`src/rtl/cpq_pkg.sv`:
```
package cpq_pkg;

    typedef enum logic [2:0] {
        OP_NOP       = 3'd0,
        OP_LOAD_HEAD = 3'd1,
        OP_READ_ROW  = 3'd2,
        OP_FREE_HEAD = 3'd3,
        OP_SET_ROW   = 3'd4,
        OP_ACK_IRQ   = 3'd5
    } cpq_op_e;

    typedef enum logic {
        S_IDLE    = 1'b0,
        S_CAPTURE = 1'b1
    } cpq_state_e;

endpackage

```
`src/rtl/cpq_addr_fifo.sv`:
```
module cpq_addr_fifo #(
    parameter int DEPTH = 8,
    parameter int AW    = 6,
    localparam int PW   = $clog2(DEPTH),
    localparam int CW   = $clog2(DEPTH + 1)
) (
    input  logic          clk,
    input  logic          rst_n,
    input  logic          push_req,
    input  logic [AW-1:0] push_addr,
    input  logic          pop_req,
    output logic [AW-1:0] head,
    output logic [CW-1:0] count,
    output logic          full,
    output logic          empty
);
    logic [AW-1:0] slots [DEPTH];
    logic [PW-1:0] wr_ptr, rd_ptr;
    logic          do_push, do_pop;

    assign full    = (count == CW'(DEPTH));
    assign empty   = (count == '0);
    assign do_push = push_req && !full;
    assign do_pop  = pop_req && !empty;
    assign head    = slots[rd_ptr];

    always_ff @(posedge clk) begin
        if (do_push) slots[wr_ptr] <= push_addr;
    end

    always_ff @(posedge clk) begin
        if (!rst_n) begin
            wr_ptr <= '0;
            rd_ptr <= '0;
            count  <= '0;
        end else begin
            if (do_push) wr_ptr <= (wr_ptr == PW'(DEPTH - 1)) ? '0 : wr_ptr + 1'b1;
            if (do_pop)  rd_ptr <= (rd_ptr == PW'(DEPTH - 1)) ? '0 : rd_ptr + 1'b1;
            unique case ({do_push, do_pop})
                2'b10:   count <= count + 1'b1;
                2'b01:   count <= count - 1'b1;
                default: count <= count;
            endcase
        end
    end

    AST_COUNT_BOUND: assert property (@(posedge clk) disable iff (!rst_n)
        count <= CW'(DEPTH));
    AST_FULL_DROP: assert property (@(posedge clk) disable iff (!rst_n)
        (push_req && full && !pop_req) |=> $stable(count));

endmodule

```
`src/rtl/cpq_row_mem.sv`:
```
module cpq_row_mem #(
    parameter int AW    = 6,
    parameter int ROW_W = 32,
    localparam int ROWS = 1 << AW
) (
    input  logic             clk,
    input  logic             we,
    input  logic [AW-1:0]    waddr,
    input  logic [ROW_W-1:0] wdata,
    input  logic             re,
    input  logic [AW-1:0]    raddr,
    output logic [ROW_W-1:0] rdata
);
    logic [ROW_W-1:0] rows [ROWS];

    always_ff @(posedge clk) begin
        if (we) rows[waddr] <= wdata;
        if (re) rdata <= rows[raddr];
    end

endmodule

```
`src/rtl/cpq_cmd_fsm.sv`:
```
module cpq_cmd_fsm
    import cpq_pkg::*;
#(
    parameter int AW    = 6,
    parameter int ROW_W = 32
) (
    input  logic             clk,
    input  logic             rst_n,
    input  logic             cmd_valid,
    input  logic [2:0]       cmd_op,
    input  logic [AW-1:0]    cmd_arg,
    input  logic [AW-1:0]    head_addr,
    input  logic             q_empty,
    input  logic [ROW_W-1:0] rd_data,
    output logic             pop,
    output logic             rd_en,
    output logic [AW-1:0]    rd_addr,
    output logic [AW-1:0]    row_addr,
    output logic [ROW_W-1:0] row_data,
    output logic             busy,
    output logic             free_err
);
    cpq_state_e state_q, state_d;
    cpq_op_e    op;
    logic       accept;

    assign op     = cpq_op_e'(cmd_op);
    assign accept = cmd_valid && (state_q == S_IDLE);

    always_ff @(posedge clk) begin
        if (!rst_n) state_q <= S_IDLE;
        else        state_q <= state_d;
    end

    always_comb begin
        state_d = state_q;
        unique case (state_q)
            S_IDLE:    if (accept && op == OP_READ_ROW) state_d = S_CAPTURE;
            S_CAPTURE: state_d = S_IDLE;
            default:   state_d = S_IDLE;
        endcase
    end

    always_comb begin
        pop     = accept && (op == OP_FREE_HEAD) && !q_empty;
        rd_en   = accept && (op == OP_READ_ROW);
        rd_addr = row_addr;
        busy    = (state_q == S_CAPTURE);
    end

    always_ff @(posedge clk) begin
        if (!rst_n) begin
            row_addr <= '0;
            row_data <= '0;
            free_err <= 1'b0;
        end else begin
            if (state_q == S_CAPTURE) begin
                row_data <= rd_data;
                row_addr <= row_addr + 1'b1;
            end else if (accept && op == OP_LOAD_HEAD) begin
                row_addr <= head_addr;
            end else if (accept && op == OP_SET_ROW) begin
                row_addr <= cmd_arg;
            end
            if (accept && op == OP_FREE_HEAD && q_empty) free_err <= 1'b1;
        end
    end

    AST_READ_BUSY: assert property (@(posedge clk) disable iff (!rst_n)
        (accept && op == OP_READ_ROW) |=> busy);
    AST_ERR_STICKY: assert property (@(posedge clk) disable iff (!rst_n)
        free_err |=> free_err);
    AST_LOAD_COPIES: assert property (@(posedge clk) disable iff (!rst_n)
        (accept && op == OP_LOAD_HEAD) |=> (row_addr == $past(head_addr)));

endmodule

```
`src/rtl/cpq_rx_queue.sv`:
```
module cpq_rx_queue
    import cpq_pkg::*;
#(
    parameter int DEPTH = 8,
    parameter int AW    = 6,
    parameter int ROW_W = 32,
    localparam int CW   = $clog2(DEPTH + 1)
) (
    input  logic             clk,
    input  logic             rst_n,
    input  logic             pkt_valid,
    input  logic [AW-1:0]    pkt_start,
    input  logic             mem_we,
    input  logic [AW-1:0]    mem_waddr,
    input  logic [ROW_W-1:0] mem_wdata,
    input  logic             cmd_valid,
    input  logic [2:0]       cmd_op,
    input  logic [AW-1:0]    cmd_arg,
    output logic             cmd_busy,
    output logic [AW-1:0]    row_addr,
    output logic [ROW_W-1:0] row_data,
    output logic [CW-1:0]    pend_count,
    output logic             irq,
    output logic             ovf_flag,
    output logic             free_err
);
    logic [AW-1:0]    head;
    logic             q_full, q_empty, pop;
    logic             rd_en;
    logic [AW-1:0]    rd_addr;
    logic [ROW_W-1:0] rd_data;
    logic             stored, ack_clear;

    cpq_addr_fifo #(.DEPTH(DEPTH), .AW(AW)) u_fifo (
        .clk(clk), .rst_n(rst_n),
        .push_req(pkt_valid), .push_addr(pkt_start), .pop_req(pop),
        .head(head), .count(pend_count), .full(q_full), .empty(q_empty)
    );

    cpq_row_mem #(.AW(AW), .ROW_W(ROW_W)) u_mem (
        .clk(clk), .we(mem_we), .waddr(mem_waddr), .wdata(mem_wdata),
        .re(rd_en), .raddr(rd_addr), .rdata(rd_data)
    );

    cpq_cmd_fsm #(.AW(AW), .ROW_W(ROW_W)) u_fsm (
        .clk(clk), .rst_n(rst_n),
        .cmd_valid(cmd_valid), .cmd_op(cmd_op), .cmd_arg(cmd_arg),
        .head_addr(head), .q_empty(q_empty), .rd_data(rd_data),
        .pop(pop), .rd_en(rd_en), .rd_addr(rd_addr),
        .row_addr(row_addr), .row_data(row_data),
        .busy(cmd_busy), .free_err(free_err)
    );

    assign stored    = pkt_valid && !q_full;
    assign ack_clear = cmd_valid && !cmd_busy && (cmd_op == OP_ACK_IRQ)
                       && cmd_arg[0] && q_empty;

    always_ff @(posedge clk) begin
        if (!rst_n) begin
            irq      <= 1'b0;
            ovf_flag <= 1'b0;
        end else begin
            irq <= stored || (irq && !ack_clear);
            if (pkt_valid && q_full) ovf_flag <= 1'b1;
        end
    end

    AST_IRQ_PENDING: assert property (@(posedge clk) disable iff (!rst_n)
        (pend_count != '0) |-> irq);
    AST_OVF_STICKY: assert property (@(posedge clk) disable iff (!rst_n)
        ovf_flag |=> ovf_flag);

endmodule

```
`config.mk`:
```
export PLATFORM = sky130hd
export DESIGN_NAME = cpq_rx_queue
export DESIGN_NICKNAME = d
export VERILOG_FILES = /design/src/rtl/cpq_pkg.sv /design/src/rtl/cpq_addr_fifo.sv /design/src/rtl/cpq_row_mem.sv /design/src/rtl/cpq_cmd_fsm.sv /design/src/rtl/cpq_rx_queue.sv
export SDC_FILE = /design/constraint.sdc
export NUM_CORES = 2
export LEC_CHECK = 0
export ABC_AREA = 1
export BUFFER_PORTS_ARGS = -buffer_cell sky130_fd_sc_hd__clkbuf_2
export CAP_MARGIN = 10
export CORE_MARGIN = 3
export CORE_UTILIZATION = 45
export CTS_BUF_LIST = sky130_fd_sc_hd__clkbuf_4 sky130_fd_sc_hd__clkbuf_8
export DETAILED_ROUTE_END_ITERATION = 8
export GPL_TIMING_DRIVEN = 0
export PLACE_DENSITY_LB_ADDON = 0.12
export SETUP_SLACK_MARGIN = 0.1
export SLEW_MARGIN = 10
export SYNTH_ARGS = -nofsm -noshare
export SYNTH_HDL_FRONTEND = slang
export SYNTH_HIERARCHICAL = 1
export SYNTH_SLANG_ARGS = --single-unit
```
`constraint.sdc`:
```
create_clock -name clk -period 9.87 [get_ports clk]
set_input_delay 0.4935 -clock clk [delete_from_list [all_inputs] [get_ports clk]]
set_output_delay 0.4935 -clock clk [all_outputs]
set_load 0.03 [all_outputs]
```
* Yosys cells after proc, flatten, opt, wreduce, memory -nomap -nowiden
Memories as Yosys holds them, arrays and structs flattened. A register that Yosys moved wholly into a read port is not among the register bits.
Index checks and enable logic that the tools add are counted.
** Cells by class
- $add $sub $neg :: 5
- Bitwise logic cells :: 1
- Eq/ne operators :: 10
- Reduce and logical (&&, ||, !) cells :: 23
- Multiplexer cells :: 14
** Operators by type and width (count)
- two-way mux 6 bit :: 3
- logical AND 1 bit :: 15
- equality test 3 bit (second input constant) :: 4
- two-way mux 3 bit :: 4
- case mux 4 bit (2 select lines) :: 1
- adder 3 x 1 -> 3 bit (second input constant) :: 2
- adder 6 x 1 -> 6 bit (second input constant) :: 1
- equality test 3 x 2 -> 1 bit (second input constant) :: 2
- two-way mux 1 bit :: 5
- adder 4 x 1 -> 4 bit (second input constant) :: 1
- equality test 4 bit (second input constant) :: 1
- logical NOT 1 bit :: 4
- logical NOT 4 bit :: 1
- subtractor 4 x 1 -> 4 bit (second input constant) :: 1
- equality test 3 x 1 -> 1 bit (second input constant) :: 1
- nonzero test 3 bit :: 1
- equality test 2 x 1 -> 1 bit (second input constant) :: 1
- equality test 2 bit (second input constant) :: 1
- case mux 1 bit (2 select lines) :: 1
- nonzero test 2 bit :: 1
- logical OR 1 bit :: 1
- NOT 1 bit :: 1
** Storage, ports and cells
- RAM bits :: 2096
- Flip-flop bits (word level) :: 52
- Input port bits :: 58
- Output and inout bits :: 46
- Logic and storage cells :: 64
- Memories kept :: 2
** Memory list
- u_mem.rows :: words 64, width 32, rd ports 1, clocked after memory_dff 1, wr ports 1, RTL line cpq_row_mem.sv:14 : logic [ROW_W-1:0] rows [ROWS];
- u_fifo.slots :: words 8, width 6, rd ports 1, clocked after memory_dff 1, wr ports 1, RTL line cpq_addr_fifo.sv:17 : logic [AW-1:0] slots [DEPTH];

* Logic depth before layout (Yosys ltp)
- Word-level depth :: 8
- Depth in mapped cells :: 15
- Gate-level depth less buffers :: 15

* Modules after synthesis
The synthesis kept the hierarchy.
** Modules (own cells, without submodules)
- cpq_row_mem :: instances 1, area an instance 83058.4 um^2, sequential area each 62459.9 um^2, cells an instance 6769
- cpq_addr_fifo :: instances 1, area an instance 2585.0 um^2, sequential area each 1701.6 um^2, cells an instance 226
- cpq_cmd_fsm :: instances 1, area an instance 1800.5 um^2, sequential area each 800.8 um^2, cells an instance 257
- cpq_rx_queue :: instances 1, area an instance 98.8 um^2, sequential area each 40.0 um^2, cells an instance 16

* Worst setup path after synthesis
Ideal clock, no wire load.
- Kind :: input-to-reg
- From :: input mem_we
- To :: memory u_mem.rows[48][0], enable pin
- Stages on the path :: 3
- Required time :: 9368 ps
- Library setup time :: 502 ps
- Path buffers :: 1
- Path slack :: 5247 ps
- Arrival :: 4121 ps
- Cell sequence :: clkbuf_1 nand4_1 nor4_1
** On the way
- Longest elaborated chain between the ends :: 2
** RTL lines
- start: declaration :: RTL line cpq_rx_queue.sv:13 : input logic mem_we,
- two-way mux 1 bit :: RTL line cpq_row_mem.sv:17 : if (we) rows[waddr] <= wdata;
- two-way mux 1 bit (implied by the code) :: RTL line cpq_row_mem.sv:17
- end: declaration :: RTL line cpq_row_mem.sv:14
Every way passes these cells.

==> results summary <==
The kind of start point of the critical path is a register. The leading register cell type out of synthesis is edfxtp_1. The placed instance count came out at 10090. The largest buffer count on any clock path came out at 4. The total setup buffers inserted after CTS is 0. Counting flops with an async set or reset pin after synthesis yields a share of 0%.

The clock transition at the registers of the reported paths is 60 ps. The met3 global-route usage came out at 10.74%. The number of failing hold endpoints at the final stage is 0. Sorting the synthesized cells by how often they occur yields nand2_1, edfxtp_1, nand3_1. The run finished with clean final reports. The hold buffer count at CTS came out at 53. CTS placed an instance of clkbuf_8 at the clock tree root. The first global-routing pass estimated 481.5 mm of wire. The largest net degree at the start of global routing is 59.

The net switching component of the power came out at 5.334 mW. In the global route stage, overall resource usage came out at between 30% and 40%. The later pin in the worst-skew pair is clocked with a latency of 1120 ps. From synthesis to final layout, the design area changed by 17.29%. The upper clock frequency limit came out at 217.1 MHz.

For this run, the post-layout net count is between 8000 and 9000. Yosys instantiated no cell more often than nand2_1. The register area is 65000 um2. The global routing stage identified its most utilized layer as met2. The average footprint of a synthesized cell is 12.04 um2. Dividing the detail-routed wire length by the instance count gives around 33 um.

The initial core utilization is 45.36%. The largest total area in the synthesized netlist belongs to edfxtp_1. Input and output buffers added on the ports amount to a little under 100. The power per unit of standard cell area came out at 197.1 nW/um2.

The slew at the pin closest to its max-slew limit is 1382 ps. The peak fanout along the critical path came out at 10. In the final timing run, aggregate negative setup slack is 0 ps.

The horizontal die dimension came out at about 450 um. The synthesized design contains ~2200 register bits. The shortest period the worst path allows came out at 4607 ps. The synthesized net count came out at ~7300. The number of violations reported at the end of detailed-routing iteration 0 came out at about 10000. From bottom edge to top edge, the die measures roughly 450 um. The clock net in this run drives a total of 2183 sinks.

The overflow left after global routing came out at 0. Walking the worst path, the cells encountered are buf_2 -> clkbuf_1 -> clkbuf_1 -> nand3_1 -> nand3_1 -> nand3_1 -> nand2_1 -> nand2_1 -> nand2_1. TritonCTS created between 300 and 400 clock buffers. The max-cap violation count is 0. The remaining antenna violation count came out at 0.

The number of endpoints failing setup at the final stage came out at 0. The worst setup path is of the reg2reg kind. The multi-input combinational cells in the finished layout cover a total of 20400 um2.

The post-synthesis cell count is 7268. Global routing used 47.69% of the available met1 tracks. The setup clock skew after layout came out at 92.53 ps. The final worst-path cycle share came out at 46.68%. The number of levels in the clock H-tree is 5. The number of top-level design ports is around 100.

The full die area is 199900 um2. The highest ir drop seen on vdd is 0.1471 mV. The met2 demand-to-capacity share in global routing is 51.50%. The combined area of all synthesized cells came out at 87540 um2.

TritonCTS built the clock tree. The path class of the lowest-slack min-delay path is in2reg. The stage delay of the slowest cell on the critical path is around 1100 ps. The proportion of layout cells with a drive suffix above 1 came out at about 16%. The total core area came out at roughly 190000 um2. The pre-CTS setup slack came out at 5534 ps. In this run the static leakage power is approximately 37 nW.

Detailed placement finished with a half-perimeter wire length of 249.6 mm. The count of instances resized after the clock tree is built is 0. The relative max-transition margin is around 7.8%. The total via count in the routed design is 65530. On the critical path, the stage with the largest delay is an instance of clkbuf_1. The switching portion of total power came out at 26.36%. The first-pass iteration count of the detailed router is 7.

The number of design rule violations left after detail routing is 0. The number of antenna violations at the first check in global routing came out at 25. Fill cells in the final layout number 16610. The final layout contains routed wiring with a total length of approximately 360 mm. The combinational share of power is 10.3%.

The clock share of power came out at 38.9%. The count of flip-flops with a built-in enable after synthesis is 2128. The arrival time of data at the critical path endpoint is 5590 ps. The number of slew-limit violations in the final report was 0. The final cell count without fillers is 10820.

The synthesized design devotes to its leading area cell type between 70% and 80% of total area. The site row count came out at 161. Sequential cells account for 50.9% of the total power. Setup repair after global routing left no endpoint under its margin. The data required time of the critical path is 10850 ps. The count of cell types in the netlist came out at 37. The detail-routed via count per cell is 6.058.

The sequential cell area fraction in the yosys report is 74.25%. Ranked by total cell area, the synthesized netlist is headed by edfxtp_1, nand3_1, nand2_1, buf_2, dfxtp_1. The total of warnings raised by yosys is 6. Internal power comes to roughly 15 mW. At the end of routability-driven placement, the weighted congestion stood at 0.9813. The minimum setup slack in the final design came out at 5263 ps. The number of global-route vias before repair was 59580. The endpoint kind of the worst setup timing path is a register.
## critical path, delay by kind of cell, from the launching register on
kind,cells,cell delay [ps]
and+or+nand+nor,6,1470
buffers and inverters,3,2490
DFF,1,500
## cell families (layout without fill, tap and decap cells)
| kind of cell | Yosys count | after routing | share of synthesized area (%) |
|---|---|---|---|
| other cells | 0 | 21 | 0 |
| xor+xnor | 2 | 2 | 0.02001 |
| buf+inv | 526 | 1529 | 2.993 |
| fa+ha+maj | 8 | 8 | 0.1143 |
| flops | 2183 | 2183 | 74.25 |
| compound gates | 89 | 89 | 0.5403 |
| simple gates | 4454 | 4454 | 22.01 |
| mux | 6 | 6 | 0.06861 |
## cell type report
cell class | instances | share of cell area [%]
antenna | 21 | 0.05118
buffer | 475 | 2.364
clock buffer | 525 | 6.245
clock inverter | 128 | 0.5484
inverter | 51 | 0.1913
multi-input combinational | 4559 | 19.86
sequential | 2183 | 63.31
tap | 2526 | 3.078
timing repair buffer | 350 | 4.348
## path summary, 6_finish.rpt
path | from | to | slack (ps) | depth (start not counted)
max | u_fsm/rd_addr[2] | u_mem/rdata[16] | 5260 | 9
min | mem_wdata[16] | u_mem/rows[21][16] | 70 | 1
max reg2reg | u_fsm/rd_addr[2] | u_mem/rdata[16] | 5260 | 9
min reg2reg | u_fsm/free_err | u_fsm/free_err | 470 | 2
## power groups by stage
stage | Combinational, mW | Sequential [mW] | Clock, mW
global route | 2.13 | 10.3 | 8.36
global placement | 1.88 | 10.5 | 0
CTS | 1.99 | 10.3 | 7.93
finish | 2.08 | 10.3 | 7.87
detailed placement | 1.96 | 10.5 | 0
floorplan | 0.883 | 10.5 | 0
## metrics by stage
step	power, mW	hold WS (ps)	utilization, %	instance area [um2]
2_1_floorplan	11.37	446.9	-	87540
3_3_place_gp	12.38	443.6	47.26	91200
3_5_place_dp	12.44	458.5	49.29	95120
4_1_cts	20.21	11.53	53.18	102600
5_1_grt	20.78	54.76	53.18	102600
6_report	20.23	72.40	53.20	102700
## registers in the layout, summed over array words and instances (netlist names), 3 cells and up, named ones only
signal	count
u_fifo/rd_ptr	3
u_fifo/slots	48
u_fsm/row_data	32
u_mem/rdata	32
u_mem/rows	2048
u_fifo/wr_ptr	3
u_fsm/rd_addr	6
u_fifo/count	4
## cell usage in the layout (no fill, tap or decap), types with 2 or more instances in the layout
cell | Yosys | routed
nand2_1 | 2307 | 2307
edfxtp_1 | 2128 | 2128
nand3_1 | 1918 | 1918
clkbuf_8 | 0 | 395
buf_2 | 290 | 296
clkbuf_4 | 0 | 162
nor2_1 | 187 | 131
buf_4 | 52 | 115
clkinv_1 | 0 | 96
buf_12 | 0 | 84
clkbuf_1 | 83 | 80
clkbuf_2 | 0 | 70
nor2_4 | 4 | 60
dfxtp_1 | 55 | 55
dlygate4sd3_1 | 0 | 53
o21ai_0 | 46 | 46
inv_1 | 42 | 42
buf_16 | 0 | 41
buf_1 | 40 | 40
clkinv_2 | 0 | 25
o21ai_1 | 24 | 24
diode_2 | 0 | 21
nand4_1 | 16 | 16
buf_6 | 8 | 12
ha_1 | 8 | 8
nor4_2 | 0 | 8
a21oi_1 | 7 | 7
inv_2 | 7 | 7
mux2i_1 | 6 | 6
o22ai_1 | 6 | 6
clkinvlp_4 | 0 | 4
nand3_2 | 3 | 3
a21oi_2 | 2 | 2
nor2_2 | 2 | 2
inv_4 | 2 | 2
nor4_1 | 10 | 2
o21bai_1 | 2 | 2
buf_8 | 2 | 2
## metal layers
| metal | part of all wire, % | wire [um] |
|---|---|---|
| met3 | 14 | 49100 |
| met1 | 37 | 133400 |
| met2 | 43 | 154900 |
| met4 | 5.7 | 20330 |
| met5 | 0.019 | 68 |
Note: power is estimated with default switching activity, not from simulation.
